$ cat src/rtl/cvs_pkg.sv
package cvs_pkg;
  typedef enum logic [1:0] {
    PH_PRE   = 2'd0,
    PH_BROAD = 2'd1,
    PH_POST  = 2'd2,
    PH_LINES = 2'd3
  } phase_e;

  // segment lengths in microseconds
  localparam int unsigned HSYNC_US      = 2;
  localparam int unsigned BACK_US       = 4;
  localparam int unsigned ACTIVE_US     = 52;
  localparam int unsigned LINE_US       = 64;
  localparam int unsigned EQ_LOW_US     = 2;
  localparam int unsigned EQ_HIGH_US    = 31;
  localparam int unsigned BROAD_LOW_US  = 27;
  localparam int unsigned BROAD_HIGH_US = 4;
endpackage

$ cat src/rtl/cvs_slot_decode.sv
module cvs_slot_decode
  import cvs_pkg::*;
#(
  parameter int unsigned CYCLES_PER_US = 20,
  parameter int unsigned CNT_W         = 11
) (
  input  phase_e             phase_i,
  output logic [CNT_W-1:0]   slot_last_o,
  output logic [CNT_W-1:0]   low_len_o
);
  localparam logic [CNT_W-1:0] EQ_LAST    = CNT_W'((EQ_LOW_US + EQ_HIGH_US) * CYCLES_PER_US - 1);
  localparam logic [CNT_W-1:0] EQ_LOW     = CNT_W'(EQ_LOW_US * CYCLES_PER_US);
  localparam logic [CNT_W-1:0] BROAD_LAST = CNT_W'((BROAD_LOW_US + BROAD_HIGH_US) * CYCLES_PER_US - 1);
  localparam logic [CNT_W-1:0] BROAD_LOW  = CNT_W'(BROAD_LOW_US * CYCLES_PER_US);
  localparam logic [CNT_W-1:0] LINE_LAST  = CNT_W'(LINE_US * CYCLES_PER_US - 1);
  localparam logic [CNT_W-1:0] HS_LOW     = CNT_W'(HSYNC_US * CYCLES_PER_US);

  always_comb begin
    unique case (phase_i)
      PH_PRE, PH_POST: begin
        slot_last_o = EQ_LAST;
        low_len_o   = EQ_LOW;
      end
      PH_BROAD: begin
        slot_last_o = BROAD_LAST;
        low_len_o   = BROAD_LOW;
      end
      default: begin
        slot_last_o = LINE_LAST;
        low_len_o   = HS_LOW;
      end
    endcase
  end
endmodule

$ cat src/rtl/cvs_slot_timer.sv
module cvs_slot_timer #(
  parameter int unsigned CNT_W = 11
) (
  input  logic             clk_i,
  input  logic             rst_ni,
  input  logic [CNT_W-1:0] slot_last_i,
  output logic [CNT_W-1:0] cnt_o,
  output logic             slot_end_o
);
  logic [CNT_W-1:0] cnt_q;

  assign slot_end_o = (cnt_q == slot_last_i);
  assign cnt_o      = cnt_q;

  always_ff @(posedge clk_i or negedge rst_ni) begin
    if (!rst_ni)         cnt_q <= '0;
    else if (slot_end_o) cnt_q <= '0;
    else                 cnt_q <= cnt_q + 1'b1;
  end
endmodule

$ cat src/rtl/cvs_field_seq.sv
module cvs_field_seq
  import cvs_pkg::*;
#(
  parameter int unsigned LINES_PER_FIELD  = 250,
  parameter int unsigned PULSES_PER_GROUP = 6,
  parameter int unsigned LINE_W           = 8,
  parameter int unsigned PULSE_W          = 3
) (
  input  logic              clk_i,
  input  logic              rst_ni,
  input  logic              slot_end_i,
  output phase_e            phase_o,
  output logic [LINE_W-1:0] line_o
);
  localparam logic [PULSE_W-1:0] LAST_PULSE = PULSE_W'(PULSES_PER_GROUP - 1);
  localparam logic [LINE_W-1:0]  LAST_LINE  = LINE_W'(LINES_PER_FIELD - 1);

  phase_e             phase_q;
  logic [PULSE_W-1:0] pulse_q;
  logic [LINE_W-1:0]  line_q;

  always_ff @(posedge clk_i or negedge rst_ni) begin
    if (!rst_ni) begin
      phase_q <= PH_PRE;
      pulse_q <= '0;
      line_q  <= '0;
    end else if (slot_end_i) begin
      if (phase_q == PH_LINES) begin
        if (line_q == LAST_LINE) begin
          line_q  <= '0;
          phase_q <= PH_PRE;
        end else begin
          line_q <= line_q + 1'b1;
        end
      end else if (pulse_q == LAST_PULSE) begin
        pulse_q <= '0;
        unique case (phase_q)
          PH_PRE:   phase_q <= PH_BROAD;
          PH_BROAD: phase_q <= PH_POST;
          default:  phase_q <= PH_LINES;
        endcase
      end else begin
        pulse_q <= pulse_q + 1'b1;
      end
    end
  end

  assign phase_o = phase_q;
  assign line_o  = line_q;
endmodule

$ cat src/rtl/cvs_line_window.sv
module cvs_line_window
  import cvs_pkg::*;
#(
  parameter int unsigned CYCLES_PER_US = 20,
  parameter int unsigned CNT_W         = 11
) (
  input  phase_e           phase_i,
  input  logic [CNT_W-1:0] cnt_i,
  input  logic [CNT_W-1:0] low_len_i,
  input  logic             pixel_i,
  output logic             sync_o,
  output logic             active_o,
  output logic             line_start_o,
  output logic             video_o
);
  localparam logic [CNT_W-1:0] ACT_START = CNT_W'((HSYNC_US + BACK_US) * CYCLES_PER_US);
  localparam logic [CNT_W-1:0] ACT_END   = CNT_W'((HSYNC_US + BACK_US + ACTIVE_US) * CYCLES_PER_US);

  logic in_lines;

  assign in_lines     = (phase_i == PH_LINES);
  assign sync_o       = (cnt_i >= low_len_i);
  assign active_o     = in_lines && (cnt_i >= ACT_START) && (cnt_i < ACT_END);
  assign line_start_o = in_lines && (cnt_i == '0);
  assign video_o      = active_o & pixel_i;
endmodule

$ cat src/rtl/cvs_sync_gen.sv
module cvs_sync_gen
  import cvs_pkg::*;
#(
  parameter int unsigned CYCLES_PER_US    = 20,
  parameter int unsigned LINES_PER_FIELD  = 250,
  parameter int unsigned PULSES_PER_GROUP = 6,
  localparam int unsigned LINE_CYC        = LINE_US * CYCLES_PER_US,
  localparam int unsigned CNT_W           = $clog2(LINE_CYC),
  localparam int unsigned LINE_W          = $clog2(LINES_PER_FIELD + 1),
  localparam int unsigned PULSE_W         = $clog2(PULSES_PER_GROUP + 1)
) (
  input  logic              clk_i,
  input  logic              rst_ni,
  input  logic              pixel_i,
  output logic              sync_o,
  output logic              video_o,
  output logic              active_o,
  output logic              line_start_o,
  output logic [LINE_W-1:0] line_count_o
);
  phase_e           phase;
  logic [CNT_W-1:0] slot_last;
  logic [CNT_W-1:0] low_len;
  logic [CNT_W-1:0] cnt;
  logic             slot_end;

  cvs_slot_decode #(.CYCLES_PER_US(CYCLES_PER_US), .CNT_W(CNT_W)) u_dec (
    .phase_i     (phase),
    .slot_last_o (slot_last),
    .low_len_o   (low_len)
  );

  cvs_slot_timer #(.CNT_W(CNT_W)) u_tmr (
    .clk_i       (clk_i),
    .rst_ni      (rst_ni),
    .slot_last_i (slot_last),
    .cnt_o       (cnt),
    .slot_end_o  (slot_end)
  );

  cvs_field_seq #(
    .LINES_PER_FIELD  (LINES_PER_FIELD),
    .PULSES_PER_GROUP (PULSES_PER_GROUP),
    .LINE_W           (LINE_W),
    .PULSE_W          (PULSE_W)
  ) u_seq (
    .clk_i      (clk_i),
    .rst_ni     (rst_ni),
    .slot_end_i (slot_end),
    .phase_o    (phase),
    .line_o     (line_count_o)
  );

  cvs_line_window #(.CYCLES_PER_US(CYCLES_PER_US), .CNT_W(CNT_W)) u_win (
    .phase_i      (phase),
    .cnt_i        (cnt),
    .low_len_i    (low_len),
    .pixel_i      (pixel_i),
    .sync_o       (sync_o),
    .active_o     (active_o),
    .line_start_o (line_start_o),
    .video_o      (video_o)
  );
endmodule

$ cat config.mk
export PLATFORM = sky130hd
export DESIGN_NAME = cvs_sync_gen
export DESIGN_NICKNAME = d
export VERILOG_FILES = /design/src/rtl/cvs_pkg.sv /design/src/rtl/cvs_slot_decode.sv /design/src/rtl/cvs_slot_timer.sv /design/src/rtl/cvs_field_seq.sv /design/src/rtl/cvs_line_window.sv /design/src/rtl/cvs_sync_gen.sv
export SDC_FILE = /design/constraint.sdc
export NUM_CORES = 1
export LEC_CHECK = 0
export BUFFER_PORTS_ARGS = -buffer_cell sky130_fd_sc_hd__buf_2
export CORE_MARGIN = 2
export CORE_UTILIZATION = 53
export DETAILED_ROUTE_END_ITERATION = 6
export HOLD_SLACK_MARGIN = 0.08
export MAX_ROUTING_LAYER = met4
export PLACE_DENSITY = 0.77
export SLEW_MARGIN = 20
export SYNTH_ARGS = -nofsm -noshare
export SYNTH_HDL_FRONTEND = slang
export SYNTH_SLANG_ARGS = --single-unit
$ cat constraint.sdc
create_clock -name clk_i -period 2.35 [get_ports clk_i]
set_input_delay 0.705 -clock clk_i [delete_from_list [all_inputs] [get_ports clk_i]]
set_output_delay 0.705 -clock clk_i [all_outputs]
set_load 0.01 [all_outputs]
==> flow_summary.toml <==
[die]
die_y_microns = 58.5
coreArea_sq_mm = 0.00278
ios = 15
rows = 19
dieArea_sq_mm = 0.00343
fp.dieW_microns = 58.5
start_util_pct = 56.7

[cells_and_area]
area_growth_pct = 22.4
drive_above_1_share_pct = 31.1
finalNetCount = 210
finalNonFillerCells = 227
fill_cells = 218
antenna_cells = 0
post-route-cell-area_sq_mm = 0.00193

[setup_path]
critPathMaxStageDelay_ns = 0.53
path_buf_inv = 1
cp_top_family = "simple AND/OR/NAND/NOR gates"
worstSetupEndpointType = "output pin"
slowest_stage = "or4_4"
worstSetupPathType = "flip-flop to output pin"
path_cells = "or4_4, a211o_1, a221oi_2, and2_4, buf_6"
startpoint_type = "flip-flop"
path_max_fanout = 2
cp_data_arrival_time_ns = 2.07
cp_data_required_time_ns = 1.64

[timing]
drv_slew = 0
layout_min_cycle_time_ns = 2.78
slew_headroom_pct = 63.6
rsz0062_at_grt = "true"
timing_hold_violations_final = 0
final.setup_skew_ns = 0.00421
hold_slack_ns = 0.355
setup_viol_count_final = 4
fmax_mhz = 360
tightest_slew_ns = 0.546
fin_crit_sh_pct = 118
setup_ws_ns = -0.427

[cts]
clockRootBuffer = "clkbuf_4"
cts-htree-levels = 1
cts_tree = "done"
clk_latency_ns = 0.31
clk_pin_slew_ns = 0.12
clkSinkCount = 24
cts_buffer_depth = 2
cts_buffers = 3

[status]
failed_checks = "setup timing"
status = "finished with violations"

[global_routing]
grt_pass1_wl_mm = 6.42
grt_max_degree = 25
grt_antenna_before_repair = 0
track_usage_pct = 25.6
grt-ovfl-total = 0
grt_pass1_vias = 1367

[route]
viasPerCell = 6.00
wl_per_cell_microns = 16.5
ant_nets = 0
dr.pass1.iters = 4
num_vias = 1362
drc_errors = 0
drtIter0Drc = 40
postRouteWirelength_mm = 3.75

[power]
max-vdd-ir-drop_uv = 444
p_per_area_mw_per_mm2 = 311
p_leak_nw = 0.846

[synthesis]
synth-edff-count = 0
synth_warnings = 0
synth.distinct_cells = 43
synthCells = 168
netlist_area_sq_mm = 0.00158
ys_seq_area_share_pct = 38.1
synth-seq-cells = 24
synth_top_area_cell = "dfrtp_1"
synth_flop_cell = "dfrtp_1"
syn_area_per_cell_sq_um = 9.38
synth_top_area_share_pct = 38.1
synth_top_cells_by_area = "dfrtp_1 (38%), ha_1 (7.1%), nor2_1 (4.8%)"
synth_nets = 180
synthArstFlopShare_pct = 100

[place]
dpl_cell_area_sq_mm = 0.00176
gp_congestion = 0.907
dp_cells = 221
numPortBuffers = 14
dp_hpwl_mm = 2.65

[flow_run]
drv_cap = 0

[worst_hold_path]
hold_path.class = "input port to asynchronous set/reset pin"
[routing by layer]
layer  routed length (microns)  vias to the layer above  track usage [%]
met5                         0                        -                -
met4                        42                        0             6.98
met3                        99                        5             2.64
met2                      1930                       23             41.7
met1                      1680                      675             34.1
li1                          -                      659                -
[synthesized netlist by cell type (5+ instances only)]
| cell type | count |
|---|---|
| ha_1 | 9 |
| inv_1 | 12 |
| mux2_2 | 5 |
| buf_2 | 6 |
| xor2_1 | 6 |
| nand3_1 | 6 |
| dfrtp_1 | 24 |
| xnor2_1 | 6 |
| nor3_1 | 7 |
| nor2_1 | 20 |
| nand2_1 | 8 |
| nand4_1 | 5 |
[worst register-to-register path: cells and delay by family (launching register included)]
family,cells,cell delay [ns]
buf+inv,2,0.32
compound gates,1,0.38
mux,1,0.14
fa+ha+maj,1,0.22
flops,1,0.44
simple gates,2,0.66
[timing repair]
item,4_1_cts,5_1_grt
setup endpoints to repair,4,11
resized for setup,18,8
pin swaps,7,0
hold buffers,0,0
gates cloned,0,0
buffers inserted,3,0
[worst paths after layout]
check / from / endpoint / slack (ns) / cells after the start
max reg2reg: u_seq.phase_o[0]$_DFFE_PN0P_ / u_seq.line_o[7]$_DFFE_PN0P_ / 0.11 / 7
max: u_tmr.cnt_o[5]$_DFF_PN0_ / video_o / -0.43 / 5
min in group clk_i: u_seq.line_o[7]$_DFFE_PN0P_ / u_seq.line_o[7]$_DFFE_PN0P_ / 0.51 / 1
min: rst_ni / u_tmr.cnt_o[8]$_DFF_PN0_ / 0.35 / 1
max in group asynchronous: rst_ni / u_seq.pulse_q[0]$_DFFE_PN0P_ / 1.63 / 1
min reg2reg: u_seq.line_o[7]$_DFFE_PN0P_ / u_seq.line_o[7]$_DFFE_PN0P_ / 0.51 / 1
[kinds of logic after synthesis]
family	share of synthesized area [%]
mux	4.84
flops	38.1
xor+xnor	6.67
simple gates	24.5
fa+ha+maj	7.14
compound gates	12.1
buf+inv	6.67
[layout by cell type (no fill, tap or decap), drive strengths merged, types with 2 or more instances in the layout]
master	count
clkbuf	3
a21oi	2
ha	9
a211o	4
nor3b	2
dfrtp	24
o21a	2
a31oi	2
and2	4
or4	2
buf	34
a2bb2oi	2
mux2i	2
nor4bb	2
nand2	8
nor3	8
xnor2	6
nor2	20
nor4	4
nand3	6
nand4	5
nand2b	2
o21ai	2
xor2	6
inv	12
and3	4
mux2	5
a21boi	3
[state kept, by name, indices dropped and copies added (netlist names)]
name / cells
u_tmr.cnt_o: 11
u_seq.pulse_q: 3
u_seq.phase_o: 2
u_seq.line_o: 8
[power by group]
part,total [mW],switching (mW),leakage (nW),internal [mW]
logic,0.00931,0.00813,0.511,0.00118
registers,0.413,0,0.321,0.413
clock network,0.178,0.118,0.0138,0.0601
[area by class of cell]
| class | count | area (sq um) | share of cell area (%) |
|---|---|---|---|
| repair buffers | 34 | 244 | 12.6 |
| clock buffers | 3 | 22.5 | 1.17 |
| inverters | 12 | 47.5 | 2.46 |
| flip-flops and latches | 24 | 601 | 31.1 |
| multi-input cells | 123 | 976 | 50.6 |
| well taps | 31 | 38.8 | 2.01 |
[metrics by stage]
step	TNS, ns	util [%]	setup WS (ns)	total power, mW
finish	-1.30	69.4	-0.427	0.600
global route	-1.72	69.4	-0.500	0.621
CTS	-1.27	68.1	-0.451	0.604
detailed placement	-0.235	63.1	-0.124	0.431
global placement	-0.129	63.1	-0.0817	0.430
floorplan	-0.162	-	-0.162	0.421
No activity file was read; power rests on OpenSTA's default activity.
